### config.mk
export PLATFORM = sky130hd
export DESIGN_NAME = pmr_addr_router
export DESIGN_NICKNAME = d
export VERILOG_FILES = /design/src/rtl/pmr_pkg.sv /design/src/rtl/pmr_range_regs.sv /design/src/rtl/pmr_seg_decode.sv /design/src/rtl/pmr_cfg_decode.sv /design/src/rtl/pmr_addr_router.sv
export SDC_FILE = /design/constraint.sdc
export NUM_CORES = 1
export LEC_CHECK = 0
export BUFFER_PORTS_ARGS = -buffer_cell sky130_fd_sc_hd__buf_2
export CORE_ASPECT_RATIO = 1.75
export CORE_MARGIN = 3
export CORE_UTILIZATION = 40
export CTS_CLUSTER_SIZE = 40
export DETAILED_ROUTE_END_ITERATION = 7
export PLACE_DENSITY = 0.64
export SYNTH_ARGS = -nofsm -noshare
export SYNTH_HDL_FRONTEND = slang
export SYNTH_HIERARCHICAL = 1
export SYNTH_SLANG_ARGS = --single-unit
export TNS_END_PERCENT = 100
### constraint.sdc
create_clock -name clk -period 9.46 [get_ports clk]
set_clock_uncertainty 0.2 [all_clocks]
set_input_delay 1.419 -clock clk [delete_from_list [all_inputs] [get_ports clk]]
set_output_delay 1.419 -clock clk [all_outputs]
set_load 0.02 [all_outputs]
### src/rtl/pmr_pkg.sv
package pmr_pkg;

    localparam int PA_W      = 36;
    localparam int SEG_ALIGN = 19;
    localparam int CFG_LOG2  = 28;
    localparam int LEN_BITS  = 6;

    typedef enum logic [1:0] {
        RT_MEM   = 2'd0,
        RT_CFG   = 2'd1,
        RT_MMIO  = 2'd2,
        RT_ABORT = 2'd3
    } route_e;

    typedef enum logic [2:0] {
        RK_READ  = 3'd0,
        RK_WRITE = 3'd1,
        RK_EWB   = 3'd2,
        RK_IWB   = 3'd3,
        RK_LOCK  = 3'd4
    } kind_e;

    typedef struct packed {
        logic [7:0]  bus;
        logic [4:0]  dev;
        logic [2:0]  fn;
        logic [11:0] off;
    } cfg_fields_t;

    typedef struct packed {
        route_e      route;
        cfg_fields_t fld;
    } decision_t;

    function automatic logic is_writeback(input logic [2:0] k);
        return (k == RK_EWB) || (k == RK_IWB);
    endfunction

endpackage

### src/rtl/pmr_range_regs.sv
module pmr_range_regs
    import pmr_pkg::*;
#(
    parameter int ADDR_W = PA_W,
    parameter int ALIGN  = SEG_ALIGN,
    parameter int WIN_LG = CFG_LOG2
) (
    input  logic                    clk,
    input  logic                    rst,
    input  logic [ADDR_W-1:0]       tolm_i,
    input  logic                    prog_we,
    input  logic                    prog_sel,
    input  logic [ADDR_W-ALIGN-1:0] prog_data,
    output logic [ADDR_W-1:0]       top_o,
    output logic [ADDR_W-WIN_LG-1:0] cfg_base_o
);
    localparam int TOP_W = ADDR_W - ALIGN;
    localparam int CB_W  = ADDR_W - WIN_LG;

    logic [TOP_W-1:0] top_q;
    logic [CB_W-1:0]  cb_q;

    always_ff @(posedge clk) begin
        if (rst) begin
            top_q <= tolm_i[ADDR_W-1:ALIGN];
            cb_q  <= tolm_i[ADDR_W-1:WIN_LG];
        end else if (prog_we) begin
            if (!prog_sel) top_q <= prog_data;
            else           cb_q  <= prog_data[TOP_W-1:TOP_W-CB_W];
        end
    end

    assign top_o      = {top_q, {ALIGN{1'b0}}};
    assign cfg_base_o = cb_q;


    reset_top_chk: assert property (@(posedge clk)
        rst |=> (top_o[ADDR_W-1:ALIGN] == $past(tolm_i[ADDR_W-1:ALIGN])));

endmodule

### src/rtl/pmr_seg_decode.sv
module pmr_seg_decode
    import pmr_pkg::*;
#(
    parameter int ADDR_W = PA_W,
    parameter int ALIGN  = SEG_ALIGN
) (
    input  logic              clk,
    input  logic              rst,
    input  logic [ADDR_W-1:0] first_i,
    input  logic [ADDR_W-1:0] last_i,
    input  logic [ADDR_W-1:0] top_i,
    input  logic [1:0]        size_code_i,
    output logic              hit_o,
    output logic              cross_o
);
    localparam logic [ADDR_W-1:0] ONE = 1;

    logic [ADDR_W-1:0] size;
    logic [ADDR_W-1:0] base;
    logic              in_first, in_last;

    always_comb begin
        size     = ONE << (ALIGN + int'(size_code_i));
        base     = top_i - size;
        in_first = (first_i >= base) && (first_i < top_i);
        in_last  = (last_i  >= base) && (last_i  < top_i);
    end

    assign hit_o   = in_first;
    assign cross_o = in_first ^ in_last;


    seg_span_chk: assert property (@(posedge clk) disable iff (rst)
        hit_o |-> ((top_i - first_i) <= (ONE << (ALIGN + 3))));

endmodule

### src/rtl/pmr_cfg_decode.sv
module pmr_cfg_decode
    import pmr_pkg::*;
#(
    parameter int ADDR_W = PA_W,
    parameter int WIN_LG = CFG_LOG2
) (
    input  logic [ADDR_W-1:0]        addr_i,
    input  logic [ADDR_W-WIN_LG-1:0] base_i,
    output logic                     hit_o,
    output cfg_fields_t              fld_o
);
    assign hit_o = (addr_i[ADDR_W-1:WIN_LG] == base_i);
    assign fld_o = cfg_fields_t'(addr_i[WIN_LG-1:0]);
endmodule

### src/rtl/pmr_addr_router.sv
module pmr_addr_router
    import pmr_pkg::*;
#(
    parameter int ADDR_W = PA_W,
    parameter int LEN_W  = LEN_BITS,
    parameter int ALIGN  = SEG_ALIGN,
    parameter int WIN_LG = CFG_LOG2
) (
    input  logic                    clk,
    input  logic                    rst,
    input  logic [ADDR_W-1:0]       tolm_i,
    input  logic [1:0]              seg_size_i,
    input  logic                    prog_we,
    input  logic                    prog_sel,
    input  logic [ADDR_W-ALIGN-1:0] prog_data,
    input  logic                    req_valid,
    output logic                    req_ready,
    input  logic [ADDR_W-1:0]       req_addr,
    input  logic [LEN_W-1:0]        req_len,
    input  logic                    req_src,
    input  logic [2:0]              req_kind,
    input  logic                    req_smq,
    output logic                    rsp_valid,
    input  logic                    rsp_ready,
    output logic [1:0]              rsp_route,
    output logic [7:0]              rsp_bus,
    output logic [4:0]              rsp_dev,
    output logic [2:0]              rsp_fn,
    output logic [11:0]             rsp_off,
    output logic                    err_o,
    input  logic                    err_clr
);
    localparam int CB_W = ADDR_W - WIN_LG;

    logic [ADDR_W-1:0] top;
    logic [CB_W-1:0]   cfg_base;
    logic [ADDR_W-1:0] last_addr;
    logic              seg_hit, seg_cross, cfg_hit;
    cfg_fields_t       fld;
    decision_t         dec_d, dec_q;
    logic              err_d, err_q, vld_q, accept;

    pmr_range_regs #(.ADDR_W(ADDR_W), .ALIGN(ALIGN), .WIN_LG(WIN_LG)) u_regs (
        .clk(clk), .rst(rst), .tolm_i(tolm_i),
        .prog_we(prog_we), .prog_sel(prog_sel), .prog_data(prog_data),
        .top_o(top), .cfg_base_o(cfg_base)
    );

    assign last_addr = req_addr + {{(ADDR_W-LEN_W){1'b0}}, req_len};

    pmr_seg_decode #(.ADDR_W(ADDR_W), .ALIGN(ALIGN)) u_seg (
        .clk(clk), .rst(rst), .first_i(req_addr), .last_i(last_addr),
        .top_i(top), .size_code_i(seg_size_i),
        .hit_o(seg_hit), .cross_o(seg_cross)
    );

    pmr_cfg_decode #(.ADDR_W(ADDR_W), .WIN_LG(WIN_LG)) u_cfg (
        .addr_i(req_addr), .base_i(cfg_base), .hit_o(cfg_hit), .fld_o(fld)
    );

    always_comb begin
        dec_d.route = RT_MMIO;
        dec_d.fld   = '0;
        err_d       = 1'b0;
        if (req_kind == RK_LOCK && seg_cross) begin
            dec_d.route = RT_ABORT;
            err_d       = 1'b1;
        end else if (seg_hit) begin
            if (req_src)                     dec_d.route = RT_ABORT;
            else if (is_writeback(req_kind)) dec_d.route = RT_MEM;
            else if (req_smq)                dec_d.route = RT_MEM;
            else begin
                dec_d.route = RT_ABORT;
                err_d       = 1'b1;
            end
        end else if (cfg_hit) begin
            dec_d.route = RT_CFG;
            dec_d.fld   = fld;
        end else if (req_addr < tolm_i) begin
            dec_d.route = RT_MEM;
        end
    end

    assign req_ready = !vld_q || rsp_ready;
    assign accept    = req_valid && req_ready;

    always_ff @(posedge clk) begin
        if (rst) begin
            vld_q <= 1'b0;
            dec_q <= '{route: RT_MEM, fld: '0};
            err_q <= 1'b0;
        end else begin
            if (accept) begin
                vld_q <= 1'b1;
                dec_q <= dec_d;
            end else if (rsp_ready) begin
                vld_q <= 1'b0;
            end
            if (accept && err_d) err_q <= 1'b1;
            else if (err_clr)    err_q <= 1'b0;
        end
    end

    assign rsp_valid = vld_q;
    assign rsp_route = dec_q.route;
    assign rsp_bus   = dec_q.fld.bus;
    assign rsp_dev   = dec_q.fld.dev;
    assign rsp_fn    = dec_q.fld.fn;
    assign rsp_off   = dec_q.fld.off;
    assign err_o     = err_q;


    hold_chk: assert property (@(posedge clk) disable iff (rst)
        (rsp_valid && !rsp_ready) |=> (rsp_valid && $stable(rsp_route) && $stable(rsp_off)));


    sticky_chk: assert property (@(posedge clk) disable iff (rst)
        (err_o && !err_clr) |=> err_o);


    err_rise_chk: assert property (@(posedge clk) disable iff (rst)
        $rose(err_o) |-> rsp_valid);


    wb_pass_chk: assert property (@(posedge clk) disable iff (rst)
        (accept && !req_src && is_writeback(req_kind)) |=> (rsp_route != RT_ABORT));


    lock_cross_chk: assert property (@(posedge clk) disable iff (rst)
        (accept && req_kind == RK_LOCK && seg_cross) |=> (rsp_route == RT_ABORT && err_o));


    fld_zero_chk: assert property (@(posedge clk) disable iff (rst)
        (rsp_valid && rsp_route != RT_CFG) |-> (rsp_bus == 8'd0 && rsp_off == 12'd0));

endmodule

==> results.yml, run 1 <==
finish:
  nNetsFinal: 1367
  area_growth_pct: 11.86
  fill_cells: 2022
  drive_gt1_frac: 0.1827
  n_antenna_cell: 0
synth:
  synth-compound-area-share: 0.1812
  syn_avg_cell_area_um2: 8.463
  yosys.area_share.simple: 0.1702
  synth_top_area_frac: 0.2713
  synth.yosys.seq_area_share: 0.1695
  synth_enable_flop_cells: 25
  yosysMostFrequentCell: "ha_1"
  synth_area_leaders: "ha_1 27%, edfxtp_1 9.1%, dfxtp_1 7.8%, inv_1 4.7%, buf_4 4.4%"
  yosysWarnings: 6
  synth_common_cells: "178 x ha_1, 102 x inv_1, 80 x nor2_1"
  synth_top_cell_by_area: "ha_1"
  synth_top_family_by_area: "adder cells"
  synth_cell_type_count: 79
  syn_area_um2: 8209
  syn-instance-count: 970
  synth_mux_area_frac: 0.02942
  synth_ff_type: "dfxtp_1"
  synth_xor_area_frac: 0.06569
  ys_async_sr_fraction: 0
  ys_ff_latch: 57
  synthAdderAreaFrac: 0.2786
worst_setup_path:
  start_kind: "primary input"
  criticalPathCategory: "primary input to register"
  path_max_fanout: 28
  cp-end-kind: "register"
  cp.arrival_ns: 7.12
  critPathRequiredTime_ns: 9.53
global_route:
  antenna_found_initial: 0
  grt_pass1_vias: 7594
  grt_usage: 0.2151
  grt_max_degree: 52
  gr-total-overflow: 0
  grt_first_pass_wirelength_mm: 37.68
floorplanning:
  core.rowCount: 68
  start_util: 0.4123
  die_h_um: 195.5
  io_pins: 142
  die_area_um2: 22340
  die_width_um: 114.3
  coreArea_um2: 19910
timing:
  period_minus_slack_ns: 7.051
  tightest_slew_ns: 1.140
  fmaxAchievable_mhz: 141.8
  finalSetupViolations: 0
  slew_headroom: 0.2379
  rsz0062_at_grt: "false"
  fin_tns_setup_ns: 0
  hold_viol_final: 0
  slew_violations: 0
  post-route-period-util: 0.7453
power_and_ir_drop:
  powerDensity_nw_per_um2: 121.6
  peakVddDrop_mv: 0.08795
  p_leak_uw: 0.004277
  totalPowerFinal_uw: 1116
clock_network:
  clock_sinks: 57
  holdBufCountCts: 0
  cts_tree: "built"
  cts_buffers: 9
  clockBufferDepth: 2
  insertion_delay_ns: 0.34
  cts-resized-gates: 0
  cts_root_buf: "clkbuf_16"
  htreeDepth: 3
  clk_pin_slew_ns: 0.06
  postCtsSetupBuffers: 0
placed_design:
  place.detailed.hpwl_mm: 19.95
  portBuffers: 141
  routabilityCongestion: 0.8939
status:
  status: "finished clean"
drt:
  final_antenna_net_count: 0
  firstDrtPassIters: 4
  via_per_inst: 5.586
  num_vias: 7424
  drc: 0
  drtIter0Drc: 343
  routedWlPerCell_um: 18.05
  drt_wl_total_mm: 23.99
flow_run:
  maxCapViolCount: 0
min_path:
  hp-class: "register to register"
-- power breakdown --
group / leakage, µW / switching [µW] / internal, µW
clock network: 0.000168 / 120 / 253
registers: 0.000508 / 11.3 / 274
logic: 0.00360 / 267 / 190
total: 0.00428 / 398 / 718
-- metal layers --
layer	up-vias	wire, µm	GRT usage
met5	-	0	0
met4	0	940	0.09379
met3	64	911	0.02295
met2	207	13210	0.4218
met1	3446	8934	0.2224
li1	3707	-	-
-- cells in the final DEF, fill, tap and decap left out, types with 11 or more instances in the layout --
cell	synthesis	final
nand4_1	34	34
conb_1	2	22
nand2_1	42	42
xnor2_1	39	39
nand2b_1	11	11
xor2_1	20	20
edfxtp_1	25	25
buf_2	2	141
dfxtp_1	32	32
inv_1	102	102
a21o_1	12	12
a22oi_1	28	28
ha_1	178	178
a211oi_1	14	14
nand3_1	22	22
a21oi_1	50	50
nor2_1	80	80
o21ai_0	40	40
nor3_1	25	25
-- per-stage QoR --
step	setup slack [ns]	hold slack (ns)	util	area (µm²)	cells
after floorplan	3.514	0.3469	-	8284	990
after global placement	2.314	0.2581	0.4442	8843	1313
after detailed placement	2.127	0.2772	0.4442	8843	1313
after CTS	2.457	0.2847	0.4612	9183	1329
after global routing	1.835	0.3000	0.4612	9183	1329
final	2.409	0.2797	0.4612	9183	1329
-- cells by family (layout without fill, tap and decap cells) --
group,count (synthesis),after routing
compound gates,217,217
xor+xnor,60,60
fa+ha+maj,183,183
buf+inv,167,261
flops,57,57
mux,19,19
other cells,2,22
simple gates,265,265
-- worst paths after layout --
check | to | cells past startpoint | slack (ns) | start
worst max-delay path | rsp_dev[1]$_SDFFE_PP0P_ | 25 | 2.41 | req_addr[0]
worst min-delay path | err_o$_SDFFE_PP0P_ | 2 | 0.28 | err_o$_SDFFE_PP0P_
worst max register to register | rsp_dev[1]$_SDFFE_PP0P_ | 22 | 3.69 | u_regs/top_q[0]$_DFFE_PP_
worst min register to register | err_o$_SDFFE_PP0P_ | 2 | 0.28 | err_o$_SDFFE_PP0P_
-- registers in the layout (all words and copies together), names as in the netlist --
register,cells
rsp_off,12
rsp_bus,8
rsp_route,2
rsp_dev,5
err_o,1
u_regs/cfg_base_o,8
u_regs/top_q,17
rsp_valid,1
rsp_fn,3
-- area by class of cell --
type                       instances  area [µm²]  area share
inverter                         102       382.9     0.04170
tap                              245       306.5     0.03338
clock inverter                     4       71.32    0.007767
multi-input combinational        766        6042      0.6580
clock buffer                      12       267.8     0.02916
sequential                        57        1391      0.1515
timing repair buffer             143       720.7     0.07848
-- worst max-delay path: stages --
cell and delay, ns:
buf_2 0.12, ha_1 0.21, inv_1 0.07, fa_1 0.21, nor2b_1 0.06, o21a_1 0.18, o21a_1 0.20, o31ai_2 0.79
nor2_1 0.12, xor2_1 0.21, ha_1 0.23, a21o_1 0.16, a21oi_1 0.16, nor2b_1 0.06, a2111oi_0 0.51, o211ai_1 0.20
a221oi_1 0.38, a311oi_1 0.14, o21ai_0 0.26, xnor2_1 0.09, nand2_1 0.07, nor3_1 0.08, nor3_4 0.87, a22oi_1 0.16
nor2_1 0.16
Note: power is estimated with default switching activity, not from simulation.
==> run 2, diff against run 1 <==
==> constraint.sdc (replaced) <==
create_clock -name clk -period 6.76 [get_ports clk]
set_clock_uncertainty 0.2 [all_clocks]
set_input_delay 1.014 -clock clk [delete_from_list [all_inputs] [get_ports clk]]
set_output_delay 1.014 -clock clk [all_outputs]
set_load 0.02 [all_outputs]
==> run 2 against run 1 <==
  * Critical path depth is 1 higher
  * Power is 38% higher
  * Clock power is 32% higher
  * Via count hardly changed
  * First-iteration DRC count is 9.9% higher
  * Worst hold slack worse by 0.012 ns
  * Non-clock buffer count is 7 higher
  * Largest power group unchanged
  * Final area is 0.50% higher
  * Sequential share of layout area is 0.076 points lower
  * Combinational power is 43% higher
  * Sequential cell count stayed put
==> results.yml, run 2 (same netlist as run 1, synthesis figures left out) <==
status:
  status: "finished clean"
power_and_ir_drop:
  p_leak_uw: 0.004301
  peakVddDrop_mv: 0.1656
  totalPowerFinal_uw: 1543
  powerDensity_nw_per_um2: 167.2
timing:
  slew_headroom: 0.1948
  period_minus_slack_ns: 6.307
  hold_viol_final: 0
  post-route-period-util: 0.9330
  tightest_slew_ns: 1.205
  slew_violations: 0
  finalSetupViolations: 0
  fmaxAchievable_mhz: 158.6
  fin_tns_setup_ns: 0
  rsz0062_at_grt: "false"
  whs_ns: 0.2682
drt:
  drt_wl_total_mm: 24.33
  via_per_inst: 5.554
  firstDrtPassIters: 5
  routedWlPerCell_um: 18.21
  drc: 0
  num_vias: 7420
  drtIter0Drc: 377
  final_antenna_net_count: 0
clock_network:
  holdBufCountCts: 0
  htreeDepth: 3
  clk_pin_slew_ns: 0.06
  clockBufferDepth: 2
  cts_root_buf: "clkbuf_16"
  cts_buffers: 9
  cts_tree: "built"
  cts-resized-gates: 0
  insertion_delay_ns: 0.34
  postCtsSetupBuffers: 0
  clock_sinks: 57
placed_design:
  routabilityCongestion: 0.9695
  place_area_um2: 8909
  portBuffers: 141
  place.detailed.hpwl_mm: 20.27
global_route:
  antenna_found_initial: 0
  grt_pass1_vias: 7574
  grt_usage: 0.2188
  gr-total-overflow: 0
  grt_first_pass_wirelength_mm: 38.16
  grt_max_degree: 52
worst_setup_path:
  cp.arrival_ns: 6.30
  crit_slowest_cell: "a221oi_1"
  critPathMaxStageDelay_ns: 0.49
  start_kind: "primary input"
  criticalPathCategory: "primary input to register"
  critPathRequiredTime_ns: 6.75
  cp-end-kind: "register"
  cp_common_cell: "nand2_1"
  path_max_fanout: 5
floorplanning:
  core.rowCount: 68
  start_util: 0.4123
  coreArea_um2: 19910
  die_width_um: 114.3
  die_area_um2: 22340
  die_h_um: 195.5
  io_pins: 142
finish:
  n_antenna_cell: 0
  nNetsFinal: 1374
  drive_gt1_frac: 0.1870
  top_register: "u_regs/top_q"
  final_core_util: 0.4636
  layout_commonest_cell: "ha_1"
  largest_register_ffs: 17
  final_cell_mix: "178 x ha_1, 141 x buf_2, 102 x inv_1"
  area_growth_pct: 12.42
  stdcell_area_um2: 9229
min_path:
  hp-class: "register to register"
flow_run:
  maxCapViolCount: 0
## run 2: cell types whose count changed in the layout (fill, tap and decap cells not counted), sizes merged
cell,previous run,this run
clkbuf,12,10
buf,143,150
clkinv,1,4
inv,103,102
## run 2: power breakdown
group,switching [µW],internal [µW]
Clock,172,321
Combinational,380,272
Sequential,16.1,384
## run 2: worst paths after layout
| path | from | endpoint | slack, ns | cells past startpoint |
|---|---|---|---|---|
| worst max-delay path | seg_size_i[0] | rsp_route[1]$_SDFFE_PP0P_ | 0.45 | 26 |
| worst min-delay path | err_o$_SDFFE_PP0P_ | err_o$_SDFFE_PP0P_ | 0.27 | 2 |
| worst max register to register | u_regs/top_q[0]$_DFFE_PP_ | rsp_route[1]$_SDFFE_PP0P_ | 1.09 | 24 |
| worst min register to register | err_o$_SDFFE_PP0P_ | err_o$_SDFFE_PP0P_ | 0.27 | 2 |
## run 2: area by class of cell
class | count | area (µm²)
Sequential cell | 57 | 1391
Fill cell | 2047 | 10680
Clock buffer | 10 | 229.0
Inverter | 102 | 382.9
Tap cell | 245 | 306.5
Clock inverter | 6 | 82.58
Timing Repair Buffer | 150 | 785.8
Multi-Input combinational cell | 766 | 6051
## run 2: critical path, delay by kind of cell
kind,cells,cell delay (ns)
xor gates and xnor gates,2,0.37
AOI/OAI and AO/OA,9,2.20
muxes,1,0.10
and+or+nand+nor,9,1.63
adders and majority gates,2,0.63
buffers and inverters,3,0.34
## run 2: layer usage
metal  share of wire  GRT usage
met1            0.38     0.2272
met3           0.033    0.02667
met5               0          0
met4           0.040    0.09643
met2            0.55     0.4250
## run 2: stage by stage
stage / setup WS (ns) / cells
after floorplan: 1.219 / 990
after CTS: 0.4406 / 1336
after global routing: 0.07407 / 1336
after global placement: 0.1793 / 1320
final: 0.4529 / 1336
after detailed placement: 0.09005 / 1320
==> run 3, diff against run 2 <==
--- a/config.mk
+++ b/config.mk
@@ -9,6 +9,7 @@
 export CORE_ASPECT_RATIO = 1.75
 export CORE_MARGIN = 3
 export CORE_UTILIZATION = 40
+export CTS_BUF_LIST = sky130_fd_sc_hd__clkbuf_4 sky130_fd_sc_hd__clkbuf_8
 export CTS_CLUSTER_SIZE = 40
 export DETAILED_ROUTE_END_ITERATION = 7
 export PLACE_DENSITY = 0.64
==> run 3 against run 2 <==
  * Largest cell class unchanged
  * Fmax up 0.10%
  * Clock power down 26%
  * First-iteration DRC count shrank 15%
  * Power is 8.3% lower
  * Global-route usage barely moved
  * Die area stayed put
  * Sequential power about the same
  * Via count hardly changed
  * Highest routed layer unchanged
  * Routed wire length about the same
==> results.yml, run 3 (same netlist as run 1, synthesis figures left out) <==
power_and_ir_drop:
  powerDensity_nw_per_um2: 155.1
  peakVddDrop_mv: 0.1668
  p_leak_uw: 0.004258
timing:
  period_minus_slack_ns: 6.301
  post-route-period-util: 0.9320
  slew_headroom: 0.1990
  slew_violations: 0
  rsz0062_at_grt: "false"
  fin_tns_setup_ns: 0
  hold_viol_final: 0
  setup_ws_ns: 0.4595
  fmaxAchievable_mhz: 158.7
  tightest_slew_ns: 1.199
  finalSetupViolations: 0
worst_setup_path:
  worst_r2r_path_depth: 24
  criticalPathCategory: "primary input to register"
  start_kind: "primary input"
  cp.arrival_ns: 6.31
  critPathRequiredTime_ns: 6.77
  reg2reg_slack_ns: 1.07
  critPathMaxStageDelay_ns: 0.48
  worst_r2r_endpoint: "rsp_route[1]$_SDFFE_PP0P_"
  crit_slowest_cell: "a221oi_1"
  cp-end-kind: "register"
  cp_common_cell: "nand2_1"
  path_max_fanout: 5
  reg2reg_from: "u_regs/top_q[0]$_DFFE_PP_"
finish:
  final_cell_mix: "178 x ha_1, 141 x buf_2, 102 x inv_1"
  instances_no_fill: 1336
  top_register: "u_regs/top_q"
  n_antenna_cell: 0
  area_growth_pct: 11.23
  drive_gt1_frac: 0.1879
  layout_commonest_cell: "ha_1"
  largest_register_ffs: 17
  nNetsFinal: 1374
status:
  status: "finished clean"
placed_design:
  post-place-ws_ns: 0.09005
  portBuffers: 141
  place.detailed.hpwl_mm: 20.27
  dpl.cell_count: 1320
  routabilityCongestion: 0.9695
global_route:
  grt_usage: 0.2190
  grt_pass1_vias: 7565
  grt_first_pass_wirelength_mm: 38.21
  grt_max_degree: 52
  antenna_found_initial: 0
  gr-total-overflow: 0
clock_network:
  clk_pin_slew_ns: 0.07
  holdBufCountCts: 0
  insertion_delay_ns: 0.36
  clockBufferDepth: 2
  cts_root_buf: "clkbuf_8"
  htreeDepth: 3
  clock_sinks: 57
  cts_buffers: 9
  cts_tree: "built"
drt:
  drtIter0Drc: 321
  routedWlPerCell_um: 18.20
  firstDrtPassIters: 5
  final_antenna_net_count: 0
  drt_wl_total_mm: 24.32
  via_per_inst: 5.558
  drc: 0
  num_vias: 7426
min_path:
  hold_depth: 2
  hp-class: "register to register"
  hp-start: "err_o$_SDFFE_PP0P_"
  whs_endpoint: "err_o$_SDFFE_PP0P_"
flow_run:
  maxCapViolCount: 0
floorplanning:
  start_util: 0.4123
  io_pins: 142
  die_width_um: 114.3
  coreArea_um2: 19910
  die_h_um: 195.5
  core.rowCount: 68
  die_area_um2: 22340
==> run 3: cell count changes in the layout (fill, tap and decap cells not counted) <==
cell / change
clkbuf_4: +1
clkbuf_16: -9
clkbuf_8: +9
clkbuf_1: -1
==> run 3: cell type report <==
cell class | count | area (µm²)
clock inverters | 6 | 82.58
inverters | 102 | 382.9
fillers | 2062 | 10780
clock buffers | 10 | 131.4
repair buffers | 150 | 785.8
multi-input cells | 766 | 6051
well taps | 245 | 306.5
flip-flops and latches | 57 | 1391
==> run 3: worst max-delay path, delay by kind of cell <==
kind            cells  cell delay (ns)
xor+xnor            2             0.37
mux                 1             0.10
simple gates        9             1.63
fa+ha+maj           2             0.63
compound gates      9             2.20
buf+inv             3             0.34
==> run 3: layer usage <==
layer / vias up / wire [µm] / track usage
met1: 3450 / 9158 / 0.2285
met2: 192 / 13230 / 0.4218
li1: 3726 / - / -
met3: 58 / 842 / 0.02605
met5: - / 0 / 0
met4: 0 / 1083 / 0.1017
==> run 3: worst max path at each step <==
stage | start | cells after the start | slack (ns) | to
2_1_floorplan | seg_size_i[0] | 24 | 1.22 | rsp_bus[4]$_SDFFE_PP0P_
3_3_place_gp | req_addr[0] | 28 | 0.18 | rsp_route[1]$_SDFFE_PP0P_
3_5_place_dp | req_addr[0] | 28 | 0.09 | rsp_route[1]$_SDFFE_PP0P_
4_1_cts | req_addr[0] | 28 | 0.47 | rsp_route[1]$_SDFFE_PP0P_
5_1_grt | seg_size_i[0] | 26 | 0.12 | rsp_route[1]$_SDFFE_PP0P_
6_report | seg_size_i[0] | 26 | 0.46 | rsp_route[1]$_SDFFE_PP0P_
==> run 3: what timing repair did <==
| item | CTS | global route |
|---|---|---|
| setup buffers | 0 | 0 |
| setup endpoints to repair | 0 | 1 |
| gates resized for setup | 0 | 1 |
==> run 3: metrics by stage <==
stage | instance area (µm²) | hold slack, ns | total power [µW] | utilization
4_1_cts | 9123 | 0.2761 | 1419 | 0.4582
2_1_floorplan | 8284 | 0.3469 | 858.8 | -
3_5_place_dp | 8909 | 0.2651 | 1047 | 0.4475
6_report | 9131 | 0.2716 | 1416 | 0.4586
3_3_place_gp | 8909 | 0.2554 | 1041 | 0.4475
5_1_grt | 9131 | 0.3041 | 1522 | 0.4586
==> run 3: report_power, final <==
| part | leakage, µW | switching [µW] | internal (µW) |
|---|---|---|---|
| Sequential | 0.000508 | 16.1 | 383 |
| Combinational | 0.00364 | 380 | 271 |
| Clock | 0.000111 | 156 | 210 |
| Total | 0.00426 | 552 | 864 |
